## config.mk

```make
export PLATFORM = sky130hd
export DESIGN_NAME = irq_cmd_ack_unit
export DESIGN_NICKNAME = d
export VERILOG_FILES = /design/src/rtl/irq_cau_pkg.sv /design/src/rtl/irq_cau_init.sv /design/src/rtl/irq_cau_svc.sv /design/src/rtl/irq_cau_rdport.sv /design/src/rtl/irq_cmd_ack_unit.sv
export SDC_FILE = /design/constraint.sdc
export NUM_CORES = 1
export LEC_CHECK = 0
export CAP_MARGIN = 10
export CORE_UTILIZATION = 32
export DETAILED_ROUTE_END_ITERATION = 10
export HOLD_SLACK_MARGIN = 0.08
export SETUP_SLACK_MARGIN = 0.3
export SYNTH_ARGS = -nofsm -noshare
export SYNTH_HDL_FRONTEND = slang
export SYNTH_SLANG_ARGS = --single-unit
```

## constraint.sdc

```tcl
create_clock -name clk -period 4.3 [get_ports clk]
set_input_delay 0.86 -clock clk [delete_from_list [all_inputs] [get_ports clk]]
set_output_delay 0.86 -clock clk [all_outputs]
set_load 0.1 [all_outputs]
```

## src/rtl/irq_cau_pkg.sv

```systemverilog
package irq_cau_pkg;
  localparam int LINES = 8;
  localparam int LW    = $clog2(LINES);
  localparam int DW    = LINES;
  localparam int BW    = DW - LW;

  typedef enum logic [1:0] {ST_NORMAL, ST_BASE, ST_SKIP, ST_MODE} init_st_t;

  typedef enum logic [2:0] {
    OP_ROT_OFF  = 3'd0,
    OP_EOI      = 3'd1,
    OP_NOP      = 3'd2,
    OP_SPEC     = 3'd3,
    OP_ROT_ON   = 3'd4,
    OP_EOI_ROT  = 3'd5,
    OP_SETPRI   = 3'd6,
    OP_SPEC_ROT = 3'd7
  } cmd_op_t;

  // Highest-priority set bit, searching upward from base; {found, line}
  function automatic logic [LW:0] top_line(input logic [LINES-1:0] v,
                                           input logic [LW-1:0] base);
    logic [LW:0] r;
    r = '0;
    for (int k = LINES - 1; k >= 0; k--) begin
      logic [LW-1:0] ln;
      ln = base + LW'(k);
      if (v[ln]) r = {1'b1, ln};
    end
    return r;
  endfunction

  function automatic logic [LW-1:0] next_line(input logic [LW-1:0] l);
    return l + 1'b1;
  endfunction
endpackage

```

## src/rtl/irq_cau_init.sv

```systemverilog
module irq_cau_init
  import irq_cau_pkg::*;
(
  input  logic          clk,
  input  logic          rst_n,
  input  logic          init_wr,
  input  logic          data_wr,
  input  logic [DW-1:0] wr_data,
  output logic [BW-1:0] vec_base,
  output logic [DW-1:0] imr,
  output logic          nest,
  output logic          aeoi
);
  init_st_t st;
  logic     need_mode;

  always_ff @(posedge clk) begin
    if (!rst_n) begin
      st        <= ST_NORMAL;
      need_mode <= 1'b0;
      vec_base  <= '0;
      imr       <= '0;
      nest      <= 1'b0;
      aeoi      <= 1'b0;
    end else if (init_wr) begin
      need_mode <= wr_data[0];
      imr       <= '0;
      st        <= ST_BASE;
      if (!wr_data[0]) begin
        nest <= 1'b0;
        aeoi <= 1'b0;
      end
    end else if (data_wr) begin
      case (st)
        ST_NORMAL: imr <= wr_data;
        ST_BASE: begin
          vec_base <= wr_data[DW-1:LW];
          st       <= ST_SKIP;
        end
        ST_SKIP: st <= need_mode ? ST_MODE : ST_NORMAL;
        ST_MODE: begin
          nest <= wr_data[4];
          aeoi <= wr_data[1];
          st   <= ST_NORMAL;
        end
        default: st <= ST_NORMAL;
      endcase
    end
  end
endmodule

```

## src/rtl/irq_cau_svc.sv

```systemverilog
module irq_cau_svc
  import irq_cau_pkg::*;
(
  input  logic             clk,
  input  logic             rst_n,
  input  logic             init_wr,
  input  logic             cmd_wr,
  input  logic [2:0]       cmd_code,
  input  logic [LW-1:0]    cmd_line,
  input  logic             ack,
  input  logic             win_valid,
  input  logic [LW-1:0]    win_line,
  input  logic             aeoi,
  input  logic [BW-1:0]    vec_base,
  input  logic             poll_take,
  output logic [LINES-1:0] isr,
  output logic [LW-1:0]    rot_base,
  output logic [DW-1:0]    vec_out
);
  cmd_op_t     op;
  logic [LW:0] hi;
  logic        rot_aeoi;

  assign op = cmd_op_t'(cmd_code);
  assign hi = top_line(isr, rot_base);

  always_ff @(posedge clk) begin
    if (!rst_n) begin
      isr      <= '0;
      rot_base <= '0;
      rot_aeoi <= 1'b0;
      vec_out  <= '0;
    end else if (init_wr) begin
      rot_base <= '0;
    end else if (cmd_wr) begin
      case (op)
        OP_ROT_OFF: rot_aeoi <= 1'b0;
        OP_ROT_ON:  rot_aeoi <= 1'b1;
        OP_EOI, OP_EOI_ROT: begin
          if (hi[LW]) begin
            isr[hi[LW-1:0]] <= 1'b0;
            if (op == OP_EOI_ROT) rot_base <= next_line(hi[LW-1:0]);
          end
        end
        OP_SPEC:    isr[cmd_line] <= 1'b0;
        OP_SETPRI:  rot_base <= next_line(cmd_line);
        OP_SPEC_ROT: begin
          isr[cmd_line] <= 1'b0;
          rot_base      <= next_line(cmd_line);
        end
        default: ;
      endcase
    end else if (ack) begin
      vec_out <= {vec_base, (win_valid ? win_line : {LW{1'b1}})};
      if (win_valid) begin
        if (aeoi) begin
          isr[win_line] <= 1'b0;
          if (rot_aeoi) rot_base <= next_line(win_line);
        end else begin
          isr[win_line] <= 1'b1;
        end
      end
    end else if (poll_take) begin
      isr[win_line] <= 1'b0;
    end
  end
endmodule

```

## src/rtl/irq_cau_rdport.sv

```systemverilog
module irq_cau_rdport
  import irq_cau_pkg::*;
(
  input  logic             clk,
  input  logic             rst_n,
  input  logic             init_wr,
  input  logic             stat_wr,
  input  logic             poll_req,
  input  logic             sel_ld,
  input  logic             sel_val,
  input  logic             sm_ld,
  input  logic             sm_val,
  input  logic             rd_en,
  input  logic             addr,
  input  logic [LINES-1:0] irr,
  input  logic [LINES-1:0] isr,
  input  logic [DW-1:0]    imr,
  input  logic             win_valid,
  input  logic [LW-1:0]    win_line,
  output logic             poll_armed,
  output logic             poll_take,
  output logic             smask,
  output logic [DW-1:0]    rd_data,
  output logic [LINES-1:0] pend_clr
);
  logic read_sel;

  assign poll_take = rd_en && poll_armed && win_valid;

  always_ff @(posedge clk) begin
    if (!rst_n) begin
      poll_armed <= 1'b0;
      read_sel   <= 1'b0;
      smask      <= 1'b0;
      rd_data    <= '0;
      pend_clr   <= '0;
    end else begin
      pend_clr <= '0;
      if (init_wr) begin
        read_sel <= 1'b0;
        smask    <= 1'b0;
      end else if (stat_wr) begin
        if (poll_req) poll_armed <= 1'b1;
        if (sel_ld)   read_sel   <= sel_val;
        if (sm_ld)    smask      <= sm_val;
      end
      if (rd_en) begin
        if (poll_armed) begin
          poll_armed <= 1'b0;
          rd_data    <= {{(DW-LW){1'b0}}, (win_valid ? win_line : {LW{1'b1}})};
          if (win_valid) pend_clr <= LINES'(1) << win_line;
        end else if (addr) begin
          rd_data <= imr;
        end else begin
          rd_data <= read_sel ? isr : irr;
        end
      end
    end
  end
endmodule

```

## src/rtl/irq_cmd_ack_unit.sv

```systemverilog
module irq_cmd_ack_unit
  import irq_cau_pkg::*;
(
  input  logic             clk,
  input  logic             rst_n,
  input  logic             addr,
  input  logic             wr_en,
  input  logic [DW-1:0]    wr_data,
  input  logic             rd_en,
  input  logic             ack,
  input  logic [LINES-1:0] irr,
  input  logic             win_valid,
  input  logic [LW-1:0]    win_line,
  output logic [DW-1:0]    rd_data,
  output logic [DW-1:0]    vec_out,
  output logic [LINES-1:0] pend_clr,
  output logic [LINES-1:0] isr_o,
  output logic [DW-1:0]    imr_o,
  output logic [LW-1:0]    rot_base_o,
  output logic             nest_o,
  output logic             smask_o
);
  // Decoded write events, named for the checker
  logic          init_wr, stat_wr, cmd_wr, data_wr;
  logic          aeoi_en, poll_armed, poll_take;
  logic [BW-1:0] vec_base;

  assign init_wr = wr_en && !addr &&  wr_data[4];
  assign stat_wr = wr_en && !addr && !wr_data[4] &&  wr_data[3];
  assign cmd_wr  = wr_en && !addr && !wr_data[4] && !wr_data[3];
  assign data_wr = wr_en &&  addr;

  irq_cau_init u_init (
    .clk      (clk),
    .rst_n    (rst_n),
    .init_wr  (init_wr),
    .data_wr  (data_wr),
    .wr_data  (wr_data),
    .vec_base (vec_base),
    .imr      (imr_o),
    .nest     (nest_o),
    .aeoi     (aeoi_en)
  );

  irq_cau_svc u_svc (
    .clk       (clk),
    .rst_n     (rst_n),
    .init_wr   (init_wr),
    .cmd_wr    (cmd_wr),
    .cmd_code  (wr_data[7:5]),
    .cmd_line  (wr_data[LW-1:0]),
    .ack       (ack),
    .win_valid (win_valid),
    .win_line  (win_line),
    .aeoi      (aeoi_en),
    .vec_base  (vec_base),
    .poll_take (poll_take),
    .isr       (isr_o),
    .rot_base  (rot_base_o),
    .vec_out   (vec_out)
  );

  irq_cau_rdport u_rdp (
    .clk        (clk),
    .rst_n      (rst_n),
    .init_wr    (init_wr),
    .stat_wr    (stat_wr),
    .poll_req   (wr_data[2]),
    .sel_ld     (wr_data[1]),
    .sel_val    (wr_data[0]),
    .sm_ld      (wr_data[6]),
    .sm_val     (wr_data[5]),
    .rd_en      (rd_en),
    .addr       (addr),
    .irr        (irr),
    .isr        (isr_o),
    .imr        (imr_o),
    .win_valid  (win_valid),
    .win_line   (win_line),
    .poll_armed (poll_armed),
    .poll_take  (poll_take),
    .smask      (smask_o),
    .rd_data    (rd_data),
    .pend_clr   (pend_clr)
  );
endmodule

```

==> results.py <==
metrics = {
    "outcome": {
        "status": "complete, no violations",
    },
    "critical_path": {
        "path_class": "reg -> reg",
        "cpPeakStageDelay_ps": 630,
        "r2r_cells": 13,
        "crit_chain": "inv_1 > ha_1 > mux2i_1 > nand2_1 > o221ai_2 > nand3_4 > o32a_1 > o221ai_2 > a21oi_1 > o21ai_0 > ha_1 > nor3_1 > o31a_1",
        "worst_setup_path_start_kind": "flop",
        "r2r_start": "u_svc.rot_base[0]",
        "cp_data_required_time_ps": 4520,
        "crit_fanout": 12,
        "r2r_setup_slack_ps": 670,
        "slowest_stage": "ha_1",
        "cp-end-kind": "flop",
        "cp_num_buf_inv": 1,
        "r2r-end": "u_svc.rot_base[2]",
        "crit_family": "compound AO/OA/AOI/OAI gates",
        "crit_start": "u_svc.rot_base[0]",
        "worstPathArrival_ps": 3850,
    },
    "clock_tree": {
        "htree_levels": 3,
        "clock_sinks": 57,
        "cts_tree": "done",
        "numCtsBuffers": 9,
        "cts_resized": 0,
        "root_buffer": "clkbuf_16",
        "post_cts_buffers": 0,
        "ctsHoldBuffers": 0,
        "cts.path.max_buffers": 2,
        "clk_pin_slew_ps": 50,
        "clk_latency_ps": 330,
    },
    "timing": {
        "rsz0062_at_grt": "no",
        "slew_headroom": 0.338,
        "skew_ps": 5.12,
        "drv_slew": 0,
        "finalSetupViolCount": 0,
        "fin_crit_ps": 3630,
        "worst_pin_slew_ps": 990,
        "hold_slack_ps": 452,
        "fmax_mhz": 275,
        "hold_viol": 0,
        "finalCritPeriodShare": 0.845,
        "tns_ps": 0,
    },
    "logic_synthesis": {
        "seq_area_frac_synth": 0.287,
        "syn-mean-instance-area_sq_um": 7.91,
        "synth_nets": 532,
        "ys_seq_elements": 57,
        "synthFlopType": "dfxtp_1",
        "syn_area_sq_um": 3980,
        "yosys.area.top_type_share": 0.287,
        "synth_cell_type_count": 65,
        "ys.warnings.count": 0,
        "synth-async-reset-ratio": 0,
        "synthCells": 503,
        "yosysTopAreaCell": "dfxtp_1",
        "synth_edf_count": 0,
        "synth_area_leaders": "dfxtp_1, mux2i_1, nand2_1",
    },
    "die": {
        "num_rows": 40,
        "core_sq_um": 12100,
        "die_x_microns": 113,
        "pin_count": 71,
        "die-height_microns": 113,
        "die_area_sq_um": 12900,
        "start_util": 0.330,
    },
    "grt": {
        "grt_pass1_vias": 3679,
        "track_usage": 0.196,
        "grt_pass1_wl_microns": 19500,
        "antenna_found_initial": 0,
        "overflow": 0,
        "grt_max_degree": 24,
    },
    "power": {
        "power_uw": 1740,
        "cellLeakagePower_uw": 0.00183,
        "intPower_uw": 1160,
        "p_seq_frac": 0.337,
        "ir_drop_mv": 0.224,
        "clock_power_share": 0.400,
        "p_sw_frac": 0.331,
        "power.density_nw_per_um2": 343,
        "comb_power_share": 0.264,
        "p_switching_uw": 576,
    },
    "finish": {
        "nets": 579,
        "area.growth.synth_to_final_pct": 27.4,
        "nFillCells": 1232,
        "finalNonFillerCells": 723,
        "antenna_cells": 0,
        "final_util": 0.420,
        "drive_gt1_frac": 0.0919,
    },
    "placement": {
        "place_inst": 707,
        "place_hpwl_microns": 9100,
        "port_buffers": 70,
        "place_congestion": 0.928,
    },
    "routing": {
        "final_antenna_net_count": 0,
        "vias": 3946,
        "post_drt_via_cell_ratio": 5.46,
        "drc_errors": 0,
        "drtIter0Drc": 333,
        "wire_per_inst_microns": 17.1,
        "wl_microns": 12400,
        "dr.pass1.iters": 5,
    },
    "hold_path": {
        "min_path_type": "reg -> reg",
        "hold_path_end": "u_rdp.smask",
        "hp-start": "u_rdp.smask",
        "whs_path_depth": 2,
    },
    "run": {
        "maxCapViolations": 0,
    },
}
[metal layers]
| metal | part of all wire | global-route usage | up-vias |
|---|---|---|---|
| li1 | - | - | 1916 |
| met1 | 0.44 | 0.252 | 1847 |
| met2 | 0.48 | 0.321 | 161 |
| met3 | 0.062 | 0.0356 | 22 |
| met4 | 0.016 | 0.0825 | 0 |
| met5 | 0 | 0 | - |
[cell type report]
type                            count  area, sq um  share of cell area
Clock buffer                       13          250              0.0494
Clock inverter                      3         40.0             0.00790
Inverter                           14         52.6              0.0104
Multi-Input combinational cell    389         2600               0.514
Sequential cell                    57         1140               0.226
Tap cell                          168          210              0.0415
Timing Repair Buffer               79          768               0.152
[cell families (layout without fill, tap and decap cells)]
family          count (synthesis)  after routing  share of synthesized area
simple gates                  195            195                      0.245
compound gates                139            139                      0.232
flops                          57             57                      0.287
buf+inv                        57            109                     0.0585
mux                            48             48                      0.150
xor+xnor                        4              4                     0.0173
fa+ha+maj                       3              3                    0.00944
[layout by cell type (no fill, tap or decap), types with 6 or more instances in the layout]
| cell | n |
|---|---|
| nor2_1 | 36 |
| a21oi_1 | 41 |
| buf_4 | 9 |
| mux2i_1 | 35 |
| nand2_1 | 68 |
| o21ai_0 | 24 |
| mux4_2 | 6 |
| nor3_1 | 12 |
| nand2b_1 | 9 |
| dfxtp_1 | 55 |
| o211ai_1 | 8 |
| and2_1 | 11 |
| nand3_1 | 13 |
| a31oi_1 | 7 |
| inv_1 | 14 |
| clkbuf_16 | 9 |
| clkdlybuf4s50_1 | 70 |
| nor2b_1 | 20 |
| nand4_1 | 6 |
| o22ai_1 | 6 |
[how the worst max path moves through the flow]
stage	to	slack [ps]	cells past startpoint
floorplan	u_svc.rot_base[2]	320	16
global placement	u_svc.rot_base[2]	780	13
detailed placement	u_svc.rot_base[2]	700	13
CTS	u_svc.rot_base[2]	670	13
global route	u_svc.rot_base[2]	420	13
finish	u_svc.rot_base[2]	670	13
[cells in the mapped netlist (5+ instances only)]
cell and n:
a21o_1 5, a21oi_1 41, a22oi_1 5, a31oi_1 7, a32oi_1 5, and2_1 11
clkbuf_1 34, dfxtp_1 57, inv_1 14, mux2i_1 35, mux4_2 6, nand2_1 68
nand2b_1 9, nand3_1 13, nand4_1 6, nor2_1 36, nor2b_1 20, nor3_1 12
o211ai_1 8, o21ai_0 24, o22ai_1 6
[power groups by stage]
stage	sequential (uW)	clock, uW	combinational [uW]
6_report	585	695	458
5_1_grt	588	736	487
4_1_cts	584	707	455
3_5_place_dp	595	0	452
3_3_place_gp	594	0	453
2_1_floorplan	693	0	223
[per-stage QoR]
step	cell area (sq um)	worst slack (ps)
after floorplan	3980	324
after global placement	4780	784
after detailed placement	4780	703
after CTS	5070	672
after global routing	5070	421
final	5070	668
[tightest hold or removal path: stages, from the launching register on]
cell	delay [ps]
dfxtp_1	300
nand2_1	50
a21oi_1	50
Power figures use the tool's default switching activity.
